File: src/rtl/bus_owner_arb.sv
module bus_owner_arb #(
  parameter int N_SRC = 4
) (
  input  logic             clk,
  input  logic             rst_n,
  input  logic [N_SRC-1:0] req,
  output logic [N_SRC-1:0] gnt,
  output logic             hold_req,
  input  logic             hold_ack
);

  typedef enum logic [1:0] {IDLE, WAIT_ACK, OWN, RELEASE} st_t;

  st_t              st;
  logic [N_SRC-1:0] gnt_q;
  logic [N_SRC-1:0] pick;
  logic             any_req;
  logic             owner_live;

  always_comb begin
    pick = '0;
    for (int i = N_SRC - 1; i >= 0; i--)
      if (req[i]) pick = N_SRC'(1) << i;
  end

  assign any_req    = |req;
  assign owner_live = |(gnt_q & req);
  assign gnt        = gnt_q & {N_SRC{hold_ack}};

  always_ff @(posedge clk) begin
    if (!rst_n) begin
      st       <= IDLE;
      gnt_q    <= '0;
      hold_req <= 1'b0;
    end else begin
      case (st)
        IDLE:
          if (any_req) begin
            st       <= WAIT_ACK;
            hold_req <= 1'b1;
          end
        WAIT_ACK:
          if (hold_ack) begin
            if (any_req) begin
              st    <= OWN;
              gnt_q <= pick;
            end else begin
              st       <= RELEASE;
              hold_req <= 1'b0;
            end
          end
        OWN:
          if (!owner_live) begin
            if (any_req) begin
              gnt_q <= pick;
            end else begin
              st       <= RELEASE;
              gnt_q    <= '0;
              hold_req <= 1'b0;
            end
          end
        default:
          if (!hold_ack) st <= IDLE;
      endcase
    end
  end

  AST_ONE_GRANT: assert property (@(posedge clk) disable iff (!rst_n)
    $onehot0(gnt));

  AST_GNT_NEEDS_HOLD: assert property (@(posedge clk) disable iff (!rst_n)
    (|gnt) |-> hold_req);

  AST_IDLE_RAISES_HOLD: assert property (@(posedge clk) disable iff (!rst_n)
    (st == IDLE && any_req) |=> hold_req);

  AST_NO_PREEMPT: assert property (@(posedge clk) disable iff (!rst_n)
    owner_live |=> (gnt_q == $past(gnt_q)));

  AST_HANDOFF_KEEPS_HOLD: assert property (@(posedge clk) disable iff (!rst_n)
    (st == OWN && !owner_live && any_req) |=> hold_req && (gnt_q != '0));

  AST_RELEASE_WAIT: assert property (@(posedge clk) disable iff (!rst_n)
    (st == RELEASE && hold_ack) |=> !hold_req);

endmodule

File: config.mk
export PLATFORM = sky130hd
export DESIGN_NAME = bus_owner_arb
export DESIGN_NICKNAME = d
export VERILOG_FILES = /design/src/rtl/bus_owner_arb.sv
export SDC_FILE = /design/constraint.sdc
export NUM_CORES = 1
export LEC_CHECK = 0
export BUFFER_PORTS_ARGS = -buffer_cell sky130_fd_sc_hd__buf_2
export CORE_AREA = 2 2 39 41
export DETAILED_ROUTE_END_ITERATION = 16
export DIE_AREA = 0 0 41 43
export GPL_ROUTABILITY_DRIVEN = 1
export GPL_TIMING_DRIVEN = 0
export PLACE_DENSITY = 0.63
export SLEW_MARGIN = 20
export SYNTH_ARGS = -nofsm -noshare
export SYNTH_HDL_FRONTEND = slang
export SYNTH_SLANG_ARGS = --single-unit
File: constraint.sdc
create_clock -name clk -period 2 [get_ports clk]
set_input_delay 0.1 -clock clk [delete_from_list [all_inputs] [get_ports clk]]
set_output_delay 0.1 -clock clk [all_outputs]
set_load 0.05 [all_outputs]
==> impl_metrics.csv, run 1 <==
group,metric,value,unit
placed_design,pre_cts_ws,0.1550,ns
logic_synthesis,yosysTopAreaCellShare,29.71,%
layout,diodes,0,
global_route,antenna_found_initial,0,
clock_tree,clk-insertion-delay-late,0.25,ns
timing,slew_violations,0,
worst_setup_path,startpoint_type,"register",
clock_tree,cts_hold_buffers,0,
power,seq_power_share,29.7,%
timing,tightest_slew,0.4841,ns
min_path,hp-class,"in -> reg",
placed_design,dp_hpwl,762.4,microns
run_status,status,"finished, final reports clean",
placed_design,dp_cells,87,
power,p_int,0.4013,mW
power,vdd_drop_max,0.0007256,V
power,p_leak,0.2522,nW
worst_setup_path,cp-end-kind,"register",
logic_synthesis,synth.distinct_cells,22,
drt,first_iter_violations,16,
timing,fin_skew,0.004219,ns
drt,vias,473,
floorplanning,dieArea,0.001763,sq mm
placed_design,io_buffers,11,
timing,rsz0062_at_grt,"no",
timing,final-setup-viol-count,0,
clock_tree,cts_tree,"yes",
timing,fmax,535.9,MHz
floorplanning,die_h,43,microns
clock_tree,cts_made_buffers,3,
layout,drive_above_1_share,18.67,%
clock_tree,post-cts-setup-buffer-count,0,
layout,fin_nets,87,
global_route,grt_pass1_vias,365,
logic_synthesis,syn_area,471.7,sq um
global_route,grt_use_total,12.68,%
logic_synthesis,synth-seq-cells,7,
drt,antenna_left,0,
worst_setup_path,cp_max_fo,6,
timing,hold_violations,0,
layout,fin_cells,91,
floorplanning,core,0.001384,sq mm
flow_run,maxCapViolCount,0,
drt,routed_via_density,5.198,
clock_tree,cts_sinks,7,
logic_synthesis,yosys.area.top_type,"dfxtp_1",
global_route,grt_max_degree,8,
clock_tree,cts_buffer_depth,2,
floorplanning,rows,14,
power,p_switching,0.3160,mW
timing,slew_headroom,67.43,%
timing,finalSetupTns,0,ns
logic_synthesis,synthesis.nets,71,
drt,wl,964,microns
worst_setup_path,crit_type,"reg -> reg",
logic_synthesis,synth_cells,60,
floorplanning,initial_core_util,34.09,%
worst_setup_path,critPathLaunch,"st[1]",
logic_synthesis,ys_seq_area_share,29.71,%
min_path,hold_path.startpoint,"req[3]",
timing,setup_slack,0.1340,ns
clock_tree,cts_resized,0,
power,power.density,1252,mW/mm^2
power,p_sw_share,44.06,%
clock_tree,cts-root-buf,"clkbuf_4",
logic_synthesis,yosys_warnings,0,
worst_setup_path,reg2reg_from,"st[1]",
worst_setup_path,required,2.18,ns
placed_design,gp_congestion,0.7301,
global_route,grt_pass1_wl,1538,microns
logic_synthesis,synthTopCellsByArea,"dfxtp_1, ha_1, o21ai_0",
layout,area_growth,21.49,%
logic_synthesis,avgSynthCellArea,7.862,sq um
timing,period_needed,1.866,ns
drt,first_pass_iters,4,
floorplanning,die_w,41,microns
power,p_clk_share,17.3,%
global_route,grt_overflow,0,
timing,finalCritPeriodShare,93.30,%
clock_tree,clk_pin_slew,0.05,ns
worst_setup_path,critical_path_arrival,2.05,ns
power,pwr-share-comb,53.0,%
drt,drcViolationCount,0,
layout,fill_cells,144,
clock_tree,htreeDepth,1,
drt,post_drt_wl_per_cell,10.59,microns
floorplanning,io_pins,12,
cell type report:
type / count / area (sq um) / share of cell area, %
multi-input combinational: 48 / 312.8 / 54.59
clock buffer: 4 / 26.28 / 4.585
sequential: 7 / 140.1 / 24.45
tap: 16 / 20.02 / 3.493
inverter: 5 / 18.77 / 3.275
timing repair buffer: 11 / 55.05 / 9.607
per-stage QoR:
step	area [sq um]	power (mW)	hold slack, ns	utilization [%]
floorplan	471.7	0.5095	0.2433	-
global placement	546.8	0.5862	0.4041	39.51
detailed placement	546.8	0.5902	0.4020	39.51
CTS	573.1	0.7207	0.1355	41.41
global route	573.1	0.7734	0.1643	41.41
finish	573.1	0.7173	0.1431	41.41
sequential cells by signal, summed over array words and instances, names as in the netlist:
name,flops
st,2
gnt_q,4
hold_req,1
worst max-delay path: stages (launching register included):
cell and delay (ns):
dfxtp_1 0.37, inv_1 0.08, ha_1 0.22, nor2b_1 0.16, a211o_1 0.34, or4b_1 0.49
a21oi_1 0.14
synth_stat cells:
cell	count
a211o_1	2
a21oi_1	5
a22o_1	2
a32oi_1	1
and2_1	4
dfxtp_1	7
ha_1	4
inv_1	5
mux2i_1	2
nand2_1	6
nand3_1	1
nand4_1	3
nor2_1	4
nor2b_1	1
nor3_1	1
nor4_1	1
nor4b_1	1
o21a_1	1
o21ai_0	6
or3_1	1
or4_1	1
or4b_1	1
logic make-up (layout without fill, tap and decap cells):
group                      count (synthesis)  in the layout  share of synthesized area [%]
buffers and inverters                      5             20                          3.979
DFF                                        7              7                          29.71
AOI/OAI and AO/OA                         17             17                          22.55
muxes                                      2              2                          4.244
adders and majority gates                  4              4                          10.61
and+or+nand+nor                           25             25                          28.91
per-layer routing:
metal	routed length, microns	GRT usage [%]	up-vias
met3	64	3.665	0
met2	431	16.25	15
met4	0	6.000	0
met5	0	0	-
li1	-	-	250
met1	468	18.77	208
power groups by stage:
stage / combinational [mW] / clock (mW) / sequential [mW]
6_report: 0.380 / 0.124 / 0.213
5_1_grt: 0.422 / 0.136 / 0.216
4_1_cts: 0.378 / 0.130 / 0.212
3_5_place_dp: 0.375 / 0 / 0.215
3_3_place_gp: 0.372 / 0 / 0.214
2_1_floorplan: 0.265 / 0 / 0.245
layout by cell type, fill, tap and decap left out:
cell | Yosys | final
or3_1 | 1 | 1
buf_2 | 0 | 11
a21oi_1 | 5 | 5
inv_1 | 5 | 5
nor4_1 | 1 | 1
and2_1 | 4 | 4
nor2b_1 | 1 | 1
nor2_1 | 4 | 4
nand3_1 | 1 | 1
a32oi_1 | 1 | 1
clkbuf_4 | 0 | 3
clkbuf_1 | 0 | 1
nand4_1 | 3 | 3
o21a_1 | 1 | 1
o21ai_0 | 6 | 6
mux2i_1 | 2 | 2
nand2_1 | 6 | 6
nor4b_1 | 1 | 1
or4_1 | 1 | 1
ha_1 | 4 | 4
dfxtp_1 | 7 | 7
or4b_1 | 1 | 1
a211o_1 | 2 | 2
nor3_1 | 1 | 1
a22o_1 | 2 | 2
final timing paths:
| kind | end | cells past startpoint | slack (ns) |
|---|---|---|---|
| max | gnt_q[1] | 6 | 0.13 |
| max reg2reg | gnt_q[1] | 6 | 0.13 |
| min | gnt_q[3] | 3 | 0.14 |
| min reg2reg | hold_req | 2 | 0.49 |
Power figures use the tool's default switching activity.
==> run 2, diff against run 1 <==
--- a/config.mk
+++ b/config.mk
@@ -13,3 +13,3 @@
 export GPL_TIMING_DRIVEN = 0
-export PLACE_DENSITY = 0.63
+export PLACE_DENSITY = 0.65
 export SLEW_MARGIN = 20
==> constraint.sdc (replaced) <==
create_clock -name clk -period 2 [get_ports clk]
set_input_delay 0.4 -clock clk [delete_from_list [all_inputs] [get_ports clk]]
set_output_delay 0.4 -clock clk [all_outputs]
set_load 0.05 [all_outputs]
==> impl_metrics.csv, run 2 (synthesized netlist as in run 1, its figures left out) <==
group,metric,value,unit
global_route,antenna_found_initial,0,
drt,routed_via_density,5.330,
power,seq_power_share,29.5,%
clock_tree,clk_pin_slew,0.05,ns
drt,vias,485,
min_path,hp-class,"in -> reg",
worst_setup_path,required,2.19,ns
clock_tree,cts_made_buffers,3,
floorplanning,io_pins,12,
run_status,status,"finished, final reports clean",
timing,finalCritPeriodShare,93.81,%
flow_run,maxCapViolCount,0,
clock_tree,cts_resized,0,
layout,diodes,0,
layout,reg_top3,"gnt_q x4, st x2, hold_req x1",
timing,rsz0062_at_grt,"no",
floorplanning,die_h,43,microns
worst_setup_path,crit_type,"reg -> reg",
clock_tree,cts_buffer_depth,2,
drt,antenna_left,0,
power,p_leak,0.2522,nW
layout,drive_above_1_share,18.67,%
drt,wl,1060,microns
clock_tree,clk-insertion-delay-late,0.25,ns
placed_design,placed_area,546.8,sq um
timing,fin_skew,0.003968,ns
timing,final-setup-viol-count,0,
floorplanning,rows,14,
clock_tree,cts_tree,"yes",
global_route,grt_use_total,14.47,%
timing,slew_headroom,68.81,%
placed_design,io_buffers,11,
worst_setup_path,startpoint_type,"register",
layout,area_growth,21.49,%
timing,hold_violations,0,
clock_tree,htreeDepth,1,
global_route,grt_pass1_vias,418,
clock_tree,cts-root-buf,"clkbuf_4",
timing,period_needed,1.876,ns
layout,stdcell_area,573.1,sq um
power,p_int,0.4020,mW
timing,slew_violations,0,
drt,post_drt_wl_per_cell,11.65,microns
global_route,grt_max_degree,8,
clock_tree,cts_hold_buffers,0,
clock_tree,cts_sinks,7,
layout,layout_commonest_cell,"buf_2",
worst_setup_path,reg2reg_from,"st[1]",
layout,mostFrequentLayoutCells,"buf_2, dfxtp_1, nand2_1, o21ai_0",
timing,finalSetupTns,0,ns
global_route,grt_overflow,0,
power,vdd_drop_max,0.0005321,V
placed_design,gp_congestion,0.7427,
floorplanning,core,0.001384,sq mm
drt,drcViolationCount,0,
drt,first_pass_iters,4,
power,p_sw_share,44.38,%
timing,tightest_slew,0.4635,ns
floorplanning,die_w,41,microns
global_route,grt_pass1_wl,1725,microns
worst_setup_path,critical_path_arrival,2.06,ns
worst_setup_path,critPathLaunch,"st[1]",
worst_setup_path,reg2reg_to,"gnt_q[1]",
worst_setup_path,r2r_cells,6,
timing,fmax,533.0,MHz
power,power.density,1261,mW/mm^2
clock_tree,post-cts-setup-buffer-count,0,
layout,fin_nets,87,
placed_design,dp_hpwl,770.1,microns
worst_setup_path,cp-end-kind,"register",
power,p_clk_share,17.8,%
floorplanning,initial_core_util,34.09,%
drt,first_iter_violations,14,
worst_setup_path,cp_max_fo,6,
layout,utilization,41.41,%
power,pwr-share-comb,52.7,%
layout,largest-register,"gnt_q",
power,p_switching,0.3208,mW
layout,largest_register_ffs,4,
worst_setup_path,r2r_slack,0.12,ns
worst_setup_path,critPathCapture,"gnt_q[1]",
floorplanning,dieArea,0.001763,sq mm
[run 2: cell counts in the layout (fill, tap and decap cells not counted)]
No cell type changed its count.
[run 2: critical path, stage by stage (launching register included)]
cell	delay, ns
dfxtp_1	0.38
inv_1	0.08
ha_1	0.22
nor2b_1	0.17
a211o_1	0.34
or4b_1	0.49
a21oi_1	0.15
[run 2: layer usage]
layer	track usage (%)	wire, microns	vias to the layer above
met5	0	0	-
met4	10.00	29	0
met3	3.141	48	4
met2	21.88	494	13
met1	17.10	488	220
li1	-	-	248
[run 2: worst min-delay path by stage]
stage	from	endpoint	slack, ns	depth (start not counted)
3_5_place_dp	hold_req	hold_req	0.45	2
4_1_cts	req[3]	gnt_q[3]	0.43	3
6_report	req[3]	gnt_q[3]	0.43	3
5_1_grt	req[3]	gnt_q[3]	0.45	3
2_1_floorplan	gnt_q[2]	gnt_q[2]	0.46	2
3_3_place_gp	hold_req	hold_req	0.46	2
[run 2: cell type report]
type | count | area, sq um
Timing Repair Buffer | 11 | 55.05
Fill cell | 142 | 810.8
Clock buffer | 4 | 26.28
Sequential cell | 7 | 140.1
Inverter | 5 | 18.77
Tap cell | 16 | 20.02
Multi-Input combinational cell | 48 | 312.8
[run 2: power by group through the flow]
stage	combinational, mW	clock [mW]	sequential (mW)
after floorplan	0.265	0	0.245
after global placement	0.371	0	0.214
after detailed placement	0.377	0	0.215
after CTS	0.382	0.131	0.213
after global routing	0.426	0.138	0.219
final	0.381	0.129	0.213
[run 2: metrics by stage]
stage	worst slack, ns	instances	power [mW]	hold WS, ns
CTS	0.1197	91	0.7256	0.4339
floorplan	0.2799	60	0.5095	0.4576
global route	0.005304	91	0.7829	0.4524
global placement	0.1914	87	0.5847	0.4582
finish	0.1239	91	0.7228	0.4343
detailed placement	0.1415	87	0.5919	0.4535
